<file path="config.mk">
export PLATFORM = sky130hd
export DESIGN_NAME = can_wake_ctrl
export DESIGN_NICKNAME = d
export VERILOG_FILES = /design/src/rtl/can_wake_pkg.sv /design/src/rtl/can_mode_fsm.sv /design/src/rtl/can_wake_filter.sv /design/src/rtl/can_wake_ctrl.sv
export SDC_FILE = /design/constraint.sdc
export NUM_CORES = 1
export LEC_CHECK = 0
export ABC_AREA = 1
export BUFFER_PORTS_ARGS = -buffer_cell sky130_fd_sc_hd__buf_2
export CORE_UTILIZATION = 40
export DETAILED_ROUTE_END_ITERATION = 7
export GPL_TIMING_DRIVEN = 0
export SETUP_SLACK_MARGIN = 0.15
export SLEW_MARGIN = 20
export SYNTH_ARGS = -nofsm -noshare
export SYNTH_HDL_FRONTEND = slang
export SYNTH_SLANG_ARGS = --single-unit
</file>
<file path="constraint.sdc">
create_clock -name clk_i -period 1.67 [get_ports clk_i]
set_clock_uncertainty 0.05 [all_clocks]
set_input_delay 0.2505 -clock clk_i [delete_from_list [all_inputs] [get_ports clk_i]]
set_output_delay 0.2505 -clock clk_i [all_outputs]
set_load 0.01 [all_outputs]
</file>
<file path="src/rtl/can_wake_pkg.sv">
package can_wake_pkg;

  typedef enum logic [1:0] {
    MODE_STBY = 2'd0,
    MODE_WAIT = 2'd1,
    MODE_NORM = 2'd2
  } mode_e;

  // time in ns to whole clock cycles, never below one
  function automatic int ns_to_cyc(input int t_ns, input int per_ns);
    return (t_ns / per_ns < 1) ? 1 : t_ns / per_ns;
  endfunction

  function automatic int cnt_w(input int lim);
    return (lim > 1) ? $clog2(lim) : 1;
  endfunction

endpackage

</file>
<file path="src/rtl/can_mode_fsm.sv">
module can_mode_fsm
  import can_wake_pkg::*;
#(
  parameter int NORM_CYC = 1500
) (
  input  logic  clk_i,
  input  logic  rst_ni,
  input  logic  stby_sel_i,
  output mode_e mode_o
);

  localparam int NW = cnt_w(NORM_CYC);
  localparam logic [NW-1:0] NLIM = NW'(NORM_CYC - 1);

  mode_e mode_q;
  logic [NW-1:0] cnt_q;

  always_ff @(posedge clk_i or negedge rst_ni) begin
    if (!rst_ni) begin
      mode_q <= MODE_STBY;
      cnt_q  <= '0;
    end else begin
      unique case (mode_q)
        MODE_STBY: begin
          cnt_q <= '0;
          if (!stby_sel_i) mode_q <= MODE_WAIT;
        end
        MODE_WAIT: begin
          if (stby_sel_i) begin
            mode_q <= MODE_STBY;
            cnt_q  <= '0;
          end else if (cnt_q == NLIM) begin
            mode_q <= MODE_NORM;
            cnt_q  <= '0;
          end else begin
            cnt_q <= cnt_q + 1'b1;
          end
        end
        MODE_NORM: begin
          cnt_q <= '0;
          if (stby_sel_i) mode_q <= MODE_STBY;
        end
        default: begin
          mode_q <= MODE_STBY;
          cnt_q  <= '0;
        end
      endcase
    end
  end

  assign mode_o = mode_q;

endmodule

</file>
<file path="src/rtl/can_wake_filter.sv">
module can_wake_filter
  import can_wake_pkg::*;
#(
  parameter int FILT_CYC = 500,
  parameter int REL_CYC  = 580
) (
  input  logic clk_i,
  input  logic rst_ni,
  input  logic active_i,
  input  logic lp_dom_i,
  input  logic var_b_i,
  output logic wake_o
);

  localparam int FW = cnt_w(FILT_CYC);
  localparam int RW = cnt_w(REL_CYC);
  localparam logic [FW-1:0] FLIM = FW'(FILT_CYC - 1);
  localparam logic [RW-1:0] RLIM = RW'(REL_CYC - 1);

  logic          armed_q;
  logic          wake_q;
  logic [FW-1:0] fcnt_q;
  logic [RW-1:0] rcnt_q;
  logic          arm;

  // variant A counts at once, variant B waits for a recessive sample
  assign arm = armed_q | ~var_b_i;

  always_ff @(posedge clk_i or negedge rst_ni) begin
    if (!rst_ni) begin
      armed_q <= 1'b0;
      wake_q  <= 1'b0;
      fcnt_q  <= '0;
      rcnt_q  <= '0;
    end else if (!active_i) begin
      armed_q <= 1'b0;
      wake_q  <= 1'b0;
      fcnt_q  <= '0;
      rcnt_q  <= '0;
    end else begin
      if (!lp_dom_i) armed_q <= 1'b1;

      if (!lp_dom_i || !arm) fcnt_q <= '0;
      else if (fcnt_q != FLIM) fcnt_q <= fcnt_q + 1'b1;

      if (!wake_q) begin
        rcnt_q <= '0;
        if (arm && lp_dom_i && fcnt_q == FLIM) wake_q <= 1'b1;
      end else if (lp_dom_i) begin
        rcnt_q <= '0;
      end else if (rcnt_q == RLIM) begin
        wake_q <= 1'b0;
        rcnt_q <= '0;
      end else begin
        rcnt_q <= rcnt_q + 1'b1;
      end
    end
  end

  assign wake_o = wake_q;

endmodule

</file>
<file path="src/rtl/can_wake_ctrl.sv">
module can_wake_ctrl
  import can_wake_pkg::*;
#(
  parameter int CLK_PERIOD_NS = 5,
  parameter int WAKE_FILT_NS  = 2500,
  parameter int WAKE_REL_NS   = 2900,
  parameter int NORM_DLY_NS   = 7500
) (
  input  logic clk_i,
  input  logic rst_ni,
  input  logic stby_sel_i,
  input  logic norm_rx_dom_i,
  input  logic lp_rx_dom_i,
  input  logic wake_variant_i,
  output logic rxd_o,
  output logic tx_en_o,
  output logic rx_en_o,
  output logic split_en_o,
  output logic normal_o
);

  localparam int FILT_CYC = ns_to_cyc(WAKE_FILT_NS, CLK_PERIOD_NS);
  localparam int REL_CYC  = ns_to_cyc(WAKE_REL_NS, CLK_PERIOD_NS);
  localparam int NORM_CYC = ns_to_cyc(NORM_DLY_NS, CLK_PERIOD_NS);

  mode_e mode;
  logic  in_norm;
  logic  wake;

  can_mode_fsm #(.NORM_CYC(NORM_CYC)) u_mode (
    .clk_i      (clk_i),
    .rst_ni     (rst_ni),
    .stby_sel_i (stby_sel_i),
    .mode_o     (mode)
  );

  assign in_norm = (mode == MODE_NORM);

  can_wake_filter #(.FILT_CYC(FILT_CYC), .REL_CYC(REL_CYC)) u_wake (
    .clk_i    (clk_i),
    .rst_ni   (rst_ni),
    .active_i (~in_norm),
    .lp_dom_i (lp_rx_dom_i),
    .var_b_i  (wake_variant_i),
    .wake_o   (wake)
  );

  assign rxd_o      = in_norm ? ~norm_rx_dom_i : ~wake;
  assign tx_en_o    = in_norm;
  assign rx_en_o    = in_norm;
  assign split_en_o = in_norm;
  assign normal_o   = in_norm;

endmodule

</file>
**Word level (Yosys, flattened, before mapping)**

Cells that the tools add are included.

- Register bits: 34
- Word-level logic and storage cells: 54

- Add/subtract/negate cells: 3
- Equal/unequal tests: 10
- Bitwise logic cells: 4
- Mux-type cells: 23
- Reductions and logical operators: 8

Operators with widths:

| cell | number |
|---|---|
| $mux 10 | 4 |
| $mux 11 | 3 |
| $mux 9 | 3 |
| $add 11x1->11 const B | 1 |
| $eq 11x11->1 const B | 1 |
| $add 10x1->10 const B | 1 |
| $eq 10x10->1 const B | 1 |
| $add 9x1->9 const B | 1 |
| $eq 9x9->1 const B | 1 |
| $ne 9x9->1 const B | 1 |
| $mux 1 | 8 |
| $mux 2 | 4 |
| $pmux 2 s3 | 1 |
| $ne 2x2->1 const B | 2 |
| $ne 3x2->1 const B | 1 |
| $not 1->1 | 3 |
| $reduce_and 3->1 | 1 |
| $reduce_bool 3->1 | 1 |
| $eq 2x1->1 const B | 1 |
| $eq 2x2->1 const B | 1 |
| $logic_and 1x1->1 | 2 |
| $logic_not 1->1 | 2 |
| $logic_not 2->1 | 1 |
| $ne 2x1->1 const B | 1 |
| 2 further kinds | 2 |

**Longest topological paths before layout**

Gate-level depths: netlist of run 1.

- Depth after elaboration: 7
- Depth in mapped cells: 7

**Hierarchy**

From an unflattened synthesis of run 1, not the netlist that was laid out.

- Cell total of the unflattened synthesis: 236
- Area, all modules: 1,928.1 sq um

Modules (own cells, without submodules):

| module | cells an instance | area an instance (sq um) | seq. area each (sq um) | instances |
|---|---|---|---|---|
| can_wake_filter | 147 | 1,171.1 | 525.5 | 1 |
| can_mode_fsm | 78 | 700.7 | 325.3 | 1 |
| can_wake_ctrl | 11 | 56.3 | 0.0 | 1 |

**Worst setup path before layout of run 1**

OpenSTA, ideal clock, no wires.

- Path type: register to register
- From: register u_wake.rcnt_q[0]
- To: register u_wake.rcnt_q[7]
- Period minus slack after synthesis: 1.253 ns
- Arrival: 1.082 ns
- Cell stages (with the launch flop): 7
- Slack: 0.417 ns
- Cell sequence: dfrtp_1 -> ha_1 -> nand2_1 -> nor2_1 -> nand4_1 -> nand2_2 -> nor2_1

- Word-level cells in the longest chain between the ends: 5
- Elaborated cells between the ends (all ways): 6
- Those cells by class: add/sub: 1; eq/ne: 1; mux: 4

Ends and longest elaborated chain:

| element | RTL line | RTL |
|---|---|---|
| start, declared | can_wake_filter.sv:23 | `logic [RW-1:0] rcnt_q;` |
| start signal, assigned | can_wake_filter.sv:55 | `rcnt_q <= rcnt_q + 1'b1;` |
| $add 10x1->10 / $eq 10x10->1 (equally long branches) | can_wake_filter.sv:55, can_wake_filter.sv:51 |  |
| $mux 10 (*) | can_wake_filter.sv:51 | `end else if (rcnt_q == RLIM) begin` |
| $mux 10 (*) | can_wake_filter.sv:49 | `end else if (lp_dom_i) begin` |
| $mux 10 (*) | can_wake_filter.sv:46 | `if (!wake_q) begin` |
| $mux 10 (*) | can_wake_filter.sv:35 | `end else if (!active_i) begin` |

Mark *: on every way between the ends. The rest lies on a longest branch, timed or not.
A chain may end at the register's enable or synchronous reset.

**Worst setup path after layout of run 1**

- From: register u_mode.mode_q[0] (netlist: u_mode.mode_o[0])
- To: output port rxd_o

- Word-level cells in the longest chain between the ends: 2

Ends and longest elaborated chain:

| element | RTL line | RTL |
|---|---|---|
| start, declared | can_mode_fsm.sv:15 | `mode_e mode_q;` |
| start signal, assigned | can_mode_fsm.sv:20 | `mode_q <= MODE_STBY;` |
| start signal, assigned | can_mode_fsm.sv:26 | `if (!stby_sel_i) mode_q <= MODE_WAIT;` |
| start signal, assigned | can_mode_fsm.sv:30 | `mode_q <= MODE_STBY;` |
| $eq 2x2->1 | can_wake_ctrl.sv:37 | `assign in_norm = (mode == MODE_NORM);` |
| $mux 1 | can_wake_ctrl.sv:48 | `assign rxd_o = in_norm ? ~norm_rx_dom_i : ~wake;` |
| end, declared | can_wake_ctrl.sv:15 | `output logic rxd_o,` |

No other way between the ends.

==> impl_results.rst, run 1 <==
.. list-table::
   :header-rows: 1

   * - Metric
     - Value
   * - Biggest area contributors in the synthesized netlist
     - dfrtp_1 (48%), nand2_1 (8.6%), nor2_1 (7.6%)
   * - Fraction of the yosys area taken by sequential cells
     - a little under half
   * - Share of synthesized cell area in full adder, half adder and majority cells
     - 2.105%
   * - Highest attainable clock frequency
     - 669.0 MHz
   * - Min-delay worst type
     - in2async
   * - Critical path's slowest cell
     - dfrtp_1
   * - Total net switching power
     - 0.3978 mW
   * - Number of antenna-violating nets in the routed design
     - 0
   * - Worst hold-check slack
     - -20.72 ps
   * - Static Leak
     - 0.9341 nW
   * - Synthesized instance count
     - 218
   * - CTS tree
     - yes
   * - Number of synthesized register bits
     - 34
   * - Maximum clock path buffer count
     - 2
   * - Hold buffer count at cts
     - 0
   * - Simple-gate share of the synthesized area
     - 31.58%
   * - Setup-failing EPs final
     - 0
   * - Cell type with the highest aggregate area in the netlist
     - dfrtp_1
   * - Area inside the core boundary
     - 0.004144 mm²
   * - Sequential cell fraction of total power
     - 53.1%
   * - Sum of net half-perimeters after detailed placement
     - 2216 µm
   * - DP Worst Slack
     - 206.4 ps
   * - Buffers added on ports
     - 10
   * - Die Outline Area
     - ~0.0047 mm²
   * - Most Frequent Cell on Critical Path
     - nand2_2
   * - Switching power share of the total
     - 24.55%
   * - Dominant delay contributor by cell family on the critical path
     - flip-flops
   * - Count of fill cells added during filler insertion
     - 408
   * - Transition time of the tightest slew-check pin
     - 768.9 ps
   * - Share of total power in the clock network
     - 39.3%
   * - Overall routed net length
     - 3237 µm
   * - Nets
     - 249
   * - Width of the chip
     - 68.77 µm
   * - Violated checks
     - hold timing
   * - Number of maximum-capacitance violations
     - 0
   * - Avg WL per Cell
     - 11.12 µm
   * - Htree depth
     - 2
   * - Outcome
     - complete, but fails checks
   * - Final number of max-transition violations
     - 0
   * - Power density cells
     - around 790 mW/mm²
   * - Total GRT Usage
     - 16.70%
   * - Period utilisation layout
     - 89.51%
   * - Remaining max-slew budget at the tightest pin
     - 48.74%
   * - Top Metal Used
     - met4
   * - Arrival time at the worst endpoint
     - 1190 ps
   * - Crit end category
     - output port
   * - Ys async rst share
     - 100.0%
   * - DR iter-0 viols
     - 125
   * - Post-synthesis xor/xnor area fraction
     - 2.947%
   * - Average via count per standard cell
     - 4.863
   * - Initial core utilization
     - approximately 43%
   * - Top library cells by usage in the layout, fill and taps aside
     - nand2_1 (40), nor2_1 (36), dfrtp_1 (34)
   * - Final-layout setup total negative slack
     - 0 ps
   * - Maximum number of pins on one net before global-route repair
     - 35
   * - Instance area after placement
     - 0.001896 mm²
   * - Worst IR drop on VDD
     - 0.4654 mV
   * - CP Buf/Inv Count
     - 2
   * - Total number of vias
     - 1415
   * - Initial antenna violation count
     - 0
   * - Yosys top cell area share
     - a little under half
   * - Top-level port count
     - 11
   * - CTS clk-pin slew, worst paths
     - 70 ps
   * - Number of distinct standard cells referenced by the synthesized netlist
     - 28
   * - Syn Nets
     - 227
   * - Post-synth EDFFs
     - 0
   * - Detailed-routed wire length on met3
     - 159 µm
   * - Number of buffers inserted during clock tree synthesis
     - 5
   * - Detailed-routed wire length on met2
     - 1328 µm
   * - Root buffer cell
     - clkbuf_8
   * - RSZ-0062 raised after global routing
     - yes
   * - Final design instance area without fill
     - a little over 0.002 mm²
   * - Global placement routability congestion
     - approximately 0.80
   * - Row Count
     - 23
   * - Most common cell after layout, fill and taps aside
     - nand2_1
   * - Logic gate share of total power
     - 7.6%
   * - Mux share of post-synthesis cell area
     - 0%
   * - Clock sinks
     - 34
   * - Layout cell share with drive strength beyond 1
     - 20.75%
   * - Length of the first detailed-routing pass in iterations
     - 4
   * - Via count of the first global-routing pass
     - 1308
   * - Global-route wire length before repair
     - between 5000 and 6000 µm
   * - Internal Power
     - 1.222 mW
   * - Flip-flop cell with the highest count after synthesis
     - dfrtp_1
   * - Nature of the critical path startpoint
     - flop
   * - Total of warnings raised by yosys
     - 0
   * - Area of the mapped netlist
     - roughly 0.0018 mm²
   * - Endpoint required time on the critical path
     - 1370 ps
   * - Post-Syn Area per Cell
     - 8.179 µm²
   * - Metal1 wirelength
     - roughly 1700 µm
   * - Worst path cell trace
     - inv_1 -> nand2_2 -> nand2_2 -> a21boi_2 -> buf_2
   * - Worst stage delay on the critical path
     - around 390 ps
   * - Largest driver fanout on the critical path
     - 3
   * - Area added between synthesis and finish
     - 15.23%
   * - Synthesized-area fraction occupied by ao, oa, aoi and oai cells
     - 8.070%
   * - Combinational family with the most area after synthesis
     - simple AND/OR/NAND/NOR gates
   * - Final WS setup
     - 175.1 ps
   * - Y dimension of the die
     - 68.77 µm
   * - Final hold vios
     - 29
   * - Remaining Overflow, GRT
     - 0
   * - Diodes inserted
     - 0
   * - WS Path Type
     - reg2out
   * - Total DRC errors in the routed layout
     - 0
   * - Min Clock Period, post-route
     - ~1500 ps
   * - Clock Latency Late Sink
     - 290 ps
==> logic make-up (layout without fill, tap and decap cells) <==
logic type,after synthesis,after routing
compound gates,24,24
xor+xnor,6,6
fa+ha+maj,3,3
buf+inv,33,56
flops,34,34
simple gates,118,118
==> power by group through the flow <==
stage               logic, mW  registers (mW)  clock network (mW)
global route            0.143           0.863               0.708
finish                  0.124           0.860               0.637
detailed placement      0.113           0.874                   0
CTS                     0.120           0.858               0.659
floorplan              0.0727           0.871                   0
global placement        0.113           0.874                   0
==> final cells by class <==
class	count	area [µm²]	share of cell area, %
clock inverters	1	5.005	0.2436
flip-flops and latches	34	850.8	41.41
repair buffers	15	96.34	4.689
clock buffers	7	86.33	4.202
plain buffers	3	22.52	1.096
well taps	50	62.56	3.045
inverters	30	115.1	5.603
multi-input cells	151	815.8	39.71
==> stage by stage <==
| step | util (%) | total power [mW] | cells |
|---|---|---|---|
| final | 49.58 | 1.620 | 291 |
| after global routing | 49.58 | 1.714 | 291 |
| after CTS | 48.37 | 1.637 | 288 |
| after detailed placement | 45.74 | 0.9873 | 278 |
| after global placement | 45.74 | 0.9868 | 278 |
| after floorplan | - | 0.9435 | 218 |
==> final timing paths <==
check / startpoint / to / slack [ps] / cells after the start
min: rst_ni / u_mode.cnt_q[5]$_DFF_PN0_ / -20 / 1
max: u_mode.mode_o[0]$_DFFE_PN0P_ / rxd_o / 180 / 5
max reg2reg: u_wake.rcnt_q[0]$_DFF_PN0_ / u_wake.rcnt_q[7]$_DFF_PN0_ / 250 / 6
min in group clk_i: stby_sel_i / u_mode.mode_o[0]$_DFFE_PN0P_ / 140 / 2
min reg2reg: u_mode.cnt_q[0]$_DFF_PN0_ / u_mode.cnt_q[0]$_DFF_PN0_ / 420 / 1
max in group asynchronous: rst_ni / u_wake.fcnt_q[5]$_DFFE_PN0P_ / 1090 / 1
==> cell usage after synthesis (all sizes together) (3+ instances only) <==
cell type,n
a21oi,13
buf,3
dfrtp,34
ha,3
inv,30
nand2,45
nand3,17
nand4,5
nor2,45
nor3,5
o21ai,5
xnor2,3
xor2,3
==> state kept, by name, summed over array words and instances, names as in the netlist <==
signal and cells:
u_mode.cnt_q 11, u_wake.wake_o 1, u_mode.mode_o 2, u_wake.fcnt_q 9
u_wake.rcnt_q 10, u_wake.armed_q 1
==> per-layer routing <==
layer	GRT usage, %	up-vias
met1	22.10	649
met2	24.39	26
met5	0	-
met4	6.888	0
met3	6.250	6
li1	-	734
==> repair_timing <==
action | 4_1_cts | 5_1_grt
resized for setup | 2 | 7
setup endpoints to repair | 5 | 11
pin swaps | 1 | 4
setup buffers | 2 | 3
No activity file was read; power rests on OpenSTA's default activity.
==> inputs of run 2 (changes only) <==
--- a/config.mk
+++ b/config.mk
@@ -10,6 +10,7 @@
 export CORE_UTILIZATION = 40
 export DETAILED_ROUTE_END_ITERATION = 7
 export GPL_TIMING_DRIVEN = 0
+export REMOVE_ABC_BUFFERS = 1
 export SETUP_SLACK_MARGIN = 0.15
 export SLEW_MARGIN = 20
 export SYNTH_ARGS = -nofsm -noshare
==> run 2 against run 1 <==
  * The run still ends with hold timing left
  * Register-to-register slack improved by 40 ps
  * Critical path type unchanged
  * First-iteration DRC count increased by 5.6%
  * Non-clock buffer count decreased by 3
  * Worst hold slack got worse by 9.4 ps
  * Total power increased by 18%
  * Critical path depth unchanged
  * Sequential power about the same
  * Fmax increased by 1.8%
  * Sequential share of layout area decreased by 0.40 points
  * Clock-buffer cell count decreased by 1
  * Cell count decreased by 1.0%
  * Die area unchanged
==> impl_results.rst, run 2 (same netlist as run 1, synthesis figures left out) <==
.. list-table::
   :header-rows: 1

   * - Metric
     - Value
   * - Violated checks
     - hold timing
   * - Clock Latency Late Sink
     - 290 ps (about the same)
   * - Crit end category
     - output port
   * - Maximum number of pins on one net before global-route repair
     - 35 (unchanged)
   * - Min Clock Period, post-route
     - 1469 ps (-26.37 ps)
   * - Final WS setup
     - 201.5 ps (+26.37 ps)
   * - Root buffer cell
     - clkbuf_8
   * - Total DRC errors in the routed layout
     - 0 (unchanged)
   * - Nets
     - 246 (-1.2%)
   * - Cells after DPL
     - 275 (-1.1%)
   * - Total GRT Usage
     - 16.27% (-0.43 points)
   * - Power, Total
     - 1.918 mW (+18%)
   * - Row Count
     - 23 (unchanged)
   * - Setup-failing EPs final
     - 0 (unchanged)
   * - Number of buffers inserted during clock tree synthesis
     - 5 (unchanged)
   * - Worst IR drop on VDD
     - 0.6482 mV (+39%)
   * - Instance area after placement
     - 0.001873 mm² (-1.2%)
   * - Final hold vios
     - 34 (+17%)
   * - Arrival time at the worst endpoint
     - 1170 ps (-20 ps)
   * - CTS tree
     - yes
   * - Length of the first detailed-routing pass in iterations
     - 4 (unchanged)
   * - Final design instance area without fill
     - 0.002074 mm² (+0.97%)
   * - Outcome
     - complete, but fails checks
   * - Overall routed net length
     - 3096 µm (-4.4%)
   * - Nature of the critical path startpoint
     - flop
   * - Global placement routability congestion
     - 0.7953 (-1.1%)
   * - WS Path Type
     - reg2out
   * - Share of the core filled with cells
     - 50.06% (+0.48 points)
   * - Endpoint required time on the critical path
     - 1370 ps (about the same)
   * - Area inside the core boundary
     - 0.004144 mm² (unchanged)
   * - Diodes inserted
     - 0 (unchanged)
   * - Power density cells
     - 924.4 mW/mm² (+17%)
   * - Worst stage delay on the critical path
     - 400 ps (about the same)
   * - Initial antenna violation count
     - 0 (unchanged)
   * - Most Frequent Cell on Critical Path
     - nand2_4
   * - Die Outline Area
     - 0.004729 mm² (unchanged)
   * - CTS clk-pin slew, worst paths
     - 70 ps (about the same)
   * - Average via count per standard cell
     - 4.708 (-3.2%)
   * - Top library cells by usage in the layout, fill and taps aside
     - nand2_1 (40), nor2_1 (35), dfrtp_1 (34)
   * - Worst hold-check slack
     - -30.09 ps (-9.370 ps)
   * - Via count of the first global-routing pass
     - 1230 (-6.0%)
   * - CP Buf/Inv Count
     - 2 (unchanged)
   * - Number of maximum-capacitance violations
     - 0 (unchanged)
   * - Number of cells in the finished layout apart from fillers
     - 288 (-1.0%)
   * - Transition time of the tightest slew-check pin
     - 741.5 ps (-27.36 ps)
   * - Avg WL per Cell
     - 10.75 µm (-3.4%)
   * - Area added between synthesis and finish
     - 16.35%
   * - Y dimension of the die
     - 68.77 µm (unchanged)
   * - Critical path's slowest cell
     - dfrtp_1
   * - Highest attainable clock frequency
     - 681.0 MHz (+1.8%)
   * - Global-route wire length before repair
     - 5499 µm (-2.0%)
   * - DP Worst Slack
     - 200.3 ps (-6.110 ps)
   * - Top-level port count
     - 11 (unchanged)
   * - Static Leak
     - 0.9454 nW (+1.2%)
   * - Buffers added on ports
     - 10 (unchanged)
   * - Final number of max-transition violations
     - 0 (unchanged)
   * - Remaining Overflow, GRT
     - 0 (unchanged)
   * - Layout cell share with drive strength beyond 1
     - 21.01% (+0.26 points)
   * - Width of the chip
     - 68.77 µm (unchanged)
   * - Total number of vias
     - 1356 (-4.2%)
   * - Largest registers
     - u_mode.cnt_q (11), u_wake.rcnt_q (10), u_wake.fcnt_q (9)
   * - Period utilisation layout
     - 87.93% (-1.6 points)
   * - Largest driver fanout on the critical path
     - 4 (+1)
   * - Htree depth
     - 2 (unchanged)
   * - Initial core utilization
     - 43.03% (unchanged)
   * - Number of antenna-violating nets in the routed design
     - 0 (unchanged)
   * - Most common cell after layout, fill and taps aside
     - nand2_1
   * - Sum of net half-perimeters after detailed placement
     - 2235 µm (+0.84%)
   * - Final-layout setup total negative slack
     - 0 ps (unchanged)
   * - Min-delay worst type
     - in2async
   * - Clock sinks
     - 34 (unchanged)
   * - Dominant delay contributor by cell family on the critical path
     - flip-flops
   * - DR iter-0 viols
     - 132 (+5.6%)
   * - Worst path cell trace
     - inv_2 -> nand2_4 -> nand2_4 -> a21boi_2 -> buf_2
   * - Maximum clock path buffer count
     - 2 (unchanged)
   * - RSZ-0062 raised after global routing
     - yes
   * - Remaining max-slew budget at the tightest pin
     - 50.56% (+1.8 points)
   * - Number of flip-flops in the largest register
     - 11 (unchanged)
   * - Top reg by flops
     - u_mode.cnt_q
[run 2: worst paths after layout]
check                                             start                      endpoint  slack [ps]  depth (start not counted)
setup / recovery           u_mode.mode_o[0]$_DFFE_PN0P_                         rxd_o         200                          5
hold / removal                                   rst_ni  u_mode.mode_o[0]$_DFFE_PN0P_         -30                          1
setup reg to reg             u_wake.rcnt_q[0]$_DFF_PN0_       u_wake.wake_o$_DFF_PN0_         290                          7
hold reg to reg              u_wake.rcnt_q[0]$_DFF_PN0_    u_wake.rcnt_q[0]$_DFF_PN0_         420                          1
max in group asynchronous                        rst_ni  u_wake.fcnt_q[3]$_DFFE_PN0P_        1120                          1
min in group clk_i                           stby_sel_i  u_mode.mode_o[0]$_DFFE_PN0P_         140                          2
[run 2: power breakdown]
part           leakage [nW]  internal, mW  total (mW)  switching, mW
combinational         0.413        0.0482       0.125         0.0766
sequential            0.461         0.843       0.860         0.0169
clock                0.0714         0.636       0.933          0.297
[run 2: repair_timing]
action                     4_1_cts  5_1_grt
resized for setup                4        5
setup endpoints to repair        2       12
buffers inserted                 1        4
hold buffers                     0        0
pin swaps                        0        2
[run 2: routing by layer]
layer  global-route usage (%)  share of wire (%)  vias up
met1                    22.29                 54      603
met2                    23.28                 40       20
met3                    5.921                3.9        4
met4                    6.122                1.7        0
li1                         -                  -      729
met5                        0                  0        -
[run 2: area by class of cell]
type / instances / area, µm²
inverter: 30 / 112.6
clock inverter: 2 / 60.06
clock buffer: 6 / 82.58
tap: 50 / 62.56
multi-input combinational: 151 / 818.3
timing repair buffer: 15 / 87.58
sequential: 34 / 850.8
fill: 406 / 2069
==> inputs of run 3 (changes only) <==
--- a/config.mk
+++ b/config.mk
@@ -7,9 +7,11 @@
 export LEC_CHECK = 0
 export ABC_AREA = 1
 export BUFFER_PORTS_ARGS = -buffer_cell sky130_fd_sc_hd__buf_2
-export CORE_UTILIZATION = 40
+export CORE_ASPECT_RATIO = 0.9
+export CORE_UTILIZATION = 59
 export DETAILED_ROUTE_END_ITERATION = 7
 export GPL_TIMING_DRIVEN = 0
+export PLACE_DENSITY = 0.78
 export REMOVE_ABC_BUFFERS = 1
 export SETUP_SLACK_MARGIN = 0.15
 export SLEW_MARGIN = 20
==> run 3 against run 2 <==
  * The flow now finishes without violations
  * Critical path depth stayed put
  * Highest routed layer unchanged
  * Critical endpoint unchanged
  * Routed wire length increased by 15%
  * Register-to-register slack worse by 50 ps
  * Non-clock buffer count up 2
  * Largest power group is now sequential cells
==> impl_results.rst, run 3 (same netlist as run 1, synthesis figures left out) <==
.. list-table::
   :header-rows: 1

   * - Metric
     - Value
   * - Power density cells
     - 745.9 mW/mm² (-19%)
   * - Average via count per standard cell
     - 5.289 (+12%)
   * - Htree depth
     - 2 (unchanged)
   * - Largest registers
     - u_mode.cnt_q (11), u_wake.rcnt_q (10), u_wake.fcnt_q (9)
   * - WS Path Type
     - reg2out
   * - Transition time of the tightest slew-check pin
     - 746.6 ps (+5.075 ps)
   * - Largest driver fanout on the critical path
     - 4 (unchanged)
   * - CTS tree
     - yes
   * - Count of fill cells added during filler insertion
     - 225 (-45%)
   * - Cells after DPL
     - 265 (-3.6%)
   * - Top library cells by usage in the layout, fill and taps aside
     - nand2_1 (40), nor2_1 (36), dfrtp_1 (34)
   * - Layout cell share with drive strength beyond 1
     - 20.42% (-0.59 points)
   * - Min-delay worst type
     - in2reg
   * - Static Leak
     - 0.9260 nW (-2.1%)
   * - Root buffer cell
     - clkbuf_4
   * - Top-level port count
     - 11 (unchanged)
   * - Total DRC errors in the routed layout
     - 0 (unchanged)
   * - Maximum number of pins on one net before global-route repair
     - 35 (unchanged)
   * - RSZ-0062 raised after global routing
     - yes
   * - Number of flip-flops in the largest register
     - 11 (unchanged)
   * - Buffers added on ports
     - 10 (unchanged)
   * - Die Outline Area
     - 0.003246 mm² (-31%)
   * - Area inside the core boundary
     - 0.002815 mm² (-32%)
   * - Global placement routability congestion
     - 0.8339 (+4.9%)
   * - Number of maximum-capacitance violations
     - 0 (unchanged)
   * - Width of the chip
     - 59.95 µm (-13%)
   * - DR iter-0 viols
     - 53 (-60%)
   * - Number of antenna-violating nets in the routed design
     - 0 (unchanged)
   * - Remaining Overflow, GRT
     - 0 (unchanged)
   * - Number of cells in the finished layout apart from fillers
     - 280 (-2.8%)
   * - Total number of vias
     - 1481 (+9.2%)
   * - Maximum clock path buffer count
     - 2 (unchanged)
   * - Highest attainable clock frequency
     - 642.0 MHz (-5.7%)
   * - Top reg by flops
     - u_mode.cnt_q
   * - Setup-failing EPs final
     - 0 (unchanged)
   * - Global-route wire length before repair
     - 5802 µm (+5.5%)
   * - Number of buffers inserted during clock tree synthesis
     - 5 (unchanged)
   * - Initial antenna violation count
     - 0 (unchanged)
   * - Y dimension of the die
     - 54.15 µm (-21%)
   * - Worst IR drop on VDD
     - 0.5097 mV (-21%)
   * - Area added between synthesis and finish
     - 12.35%
   * - Min Clock Period, post-route
     - 1558 ps (+89.07 ps)
   * - Final-layout setup total negative slack
     - 0 ps (unchanged)
   * - Avg WL per Cell
     - 12.66 µm (+18%)
   * - Via count of the first global-routing pass
     - 1422 (+16%)
   * - Total GRT Usage
     - 25.45% (+9.2 points)
   * - Initial core utilization
     - 63.33% (+20 points)
   * - Final number of max-transition violations
     - 0 (unchanged)
   * - Arrival time at the worst endpoint
     - 1260 ps (+90 ps)
   * - Footprint of the flip-flops and latches
     - 850.8 µm² (unchanged)
   * - Length of the first detailed-routing pass in iterations
     - 4 (unchanged)
   * - Nets
     - 248 (+0.81%)
   * - Most common cell after layout, fill and taps aside
     - nand2_1
   * - Area occupied by multi-input gates
     - 818.3 µm² (unchanged)
   * - Period utilisation layout
     - 93.27% (+5.3 points)
   * - Final hold vios
     - 0 (-100%)
   * - CTS clk-pin slew, worst paths
     - 100 ps (+30 ps)
   * - Sum of net half-perimeters after detailed placement
     - 2450 µm (+9.7%)
   * - Diodes inserted
     - 0 (unchanged)
   * - Endpoint required time on the critical path
     - 1370 ps (about the same)
   * - Row Count
     - 18 (-22%)
   * - Remaining max-slew budget at the tightest pin
     - 50.23% (-0.34 points)
   * - Overall routed net length
     - 3546 µm (+15%)
   * - Clock Latency Late Sink
     - 350 ps (+60 ps)
   * - Outcome
     - complete, no violations
   * - Crit end category
     - output port
   * - Nature of the critical path startpoint
     - flop
   * - Clock sinks
     - 34 (unchanged)
-- run 3: area by class of cell --
class / instances / share of cell area, %
Clock buffer: 7 / 2.748
Clock inverter: 1 / 0.2498
Inverter: 30 / 5.621
Multi-Input combinational cell: 151 / 40.85
Sequential cell: 34 / 42.47
Tap cell: 40 / 2.498
Timing Repair Buffer: 17 / 5.559
-- run 3: worst paths after layout --
check | cells past startpoint | slack (ps) | end | startpoint
worst min register to register | 1 | 420 | u_wake.rcnt_q[0]$_DFF_PN0_ | u_wake.rcnt_q[0]$_DFF_PN0_
worst max-delay path | 5 | 110 | rxd_o | u_mode.mode_o[0]$_DFFE_PN0P_
worst min-delay path | 2 | 80 | u_mode.mode_o[0]$_DFFE_PN0P_ | stby_sel_i
worst max register to register | 7 | 240 | u_wake.rcnt_q[5]$_DFF_PN0_ | u_wake.rcnt_q[0]$_DFF_PN0_
min in group asynchronous | 2 | 440 | u_wake.armed_q$_DFFE_PN0P_ | rst_ni
max in group asynchronous | 2 | 650 | u_mode.cnt_q[3]$_DFF_PN0_ | rst_ni
-- run 3: layer usage --
layer | global-route usage, % | vias up | share of wire [%]
met5 | 0 | - | 0
met4 | 13.18 | 0 | 3.3
met3 | 7.452 | 15 | 3.7
met2 | 44.26 | 33 | 52
met1 | 28.44 | 698 | 41
li1 | - | 735 | -
-- run 3: metrics by stage --
step	worst slack, ps	power, mW	utilization (%)	hold WS (ps)	area, µm²
after floorplan	315.7	0.9435	-	-95.09	1760
after global placement	234.5	0.9797	66.09	299.1	1861
final	112.4	1.494	71.16	75.53	2003
after global routing	19.19	1.557	71.16	85.69	2003
after CTS	85.18	1.481	69.33	75.84	1952
after detailed placement	220.3	0.9876	66.09	308.2	1861
-- run 3: timing repair --
| item | in CTS | in global routing |
|---|---|---|
| hold endpoints to repair | 34 | 0 |
| hold buffers | 1 | 0 |
| setup buffers | 2 | 4 |
| pin swaps | 1 | 3 |
| gates resized for setup | 4 | 5 |
| endpoints found under the setup margin | 5 | 11 |
| cloned | 0 | 0 |
-- run 3: power by group --
part	internal [mW]	switching (mW)	total [mW]	leakage, nW
clock	0.204	0.293	0.497	0.0353
combinational	0.0577	0.0806	0.138	0.430
sequential	0.842	0.0168	0.859	0.461
-- run 3: worst max-delay path: stages (launching register included) --
cell and delay, ps:
dfrtp_1 410, inv_2 70, nand2_4 60, nand2_2 80
a21boi_4 180, buf_6 120
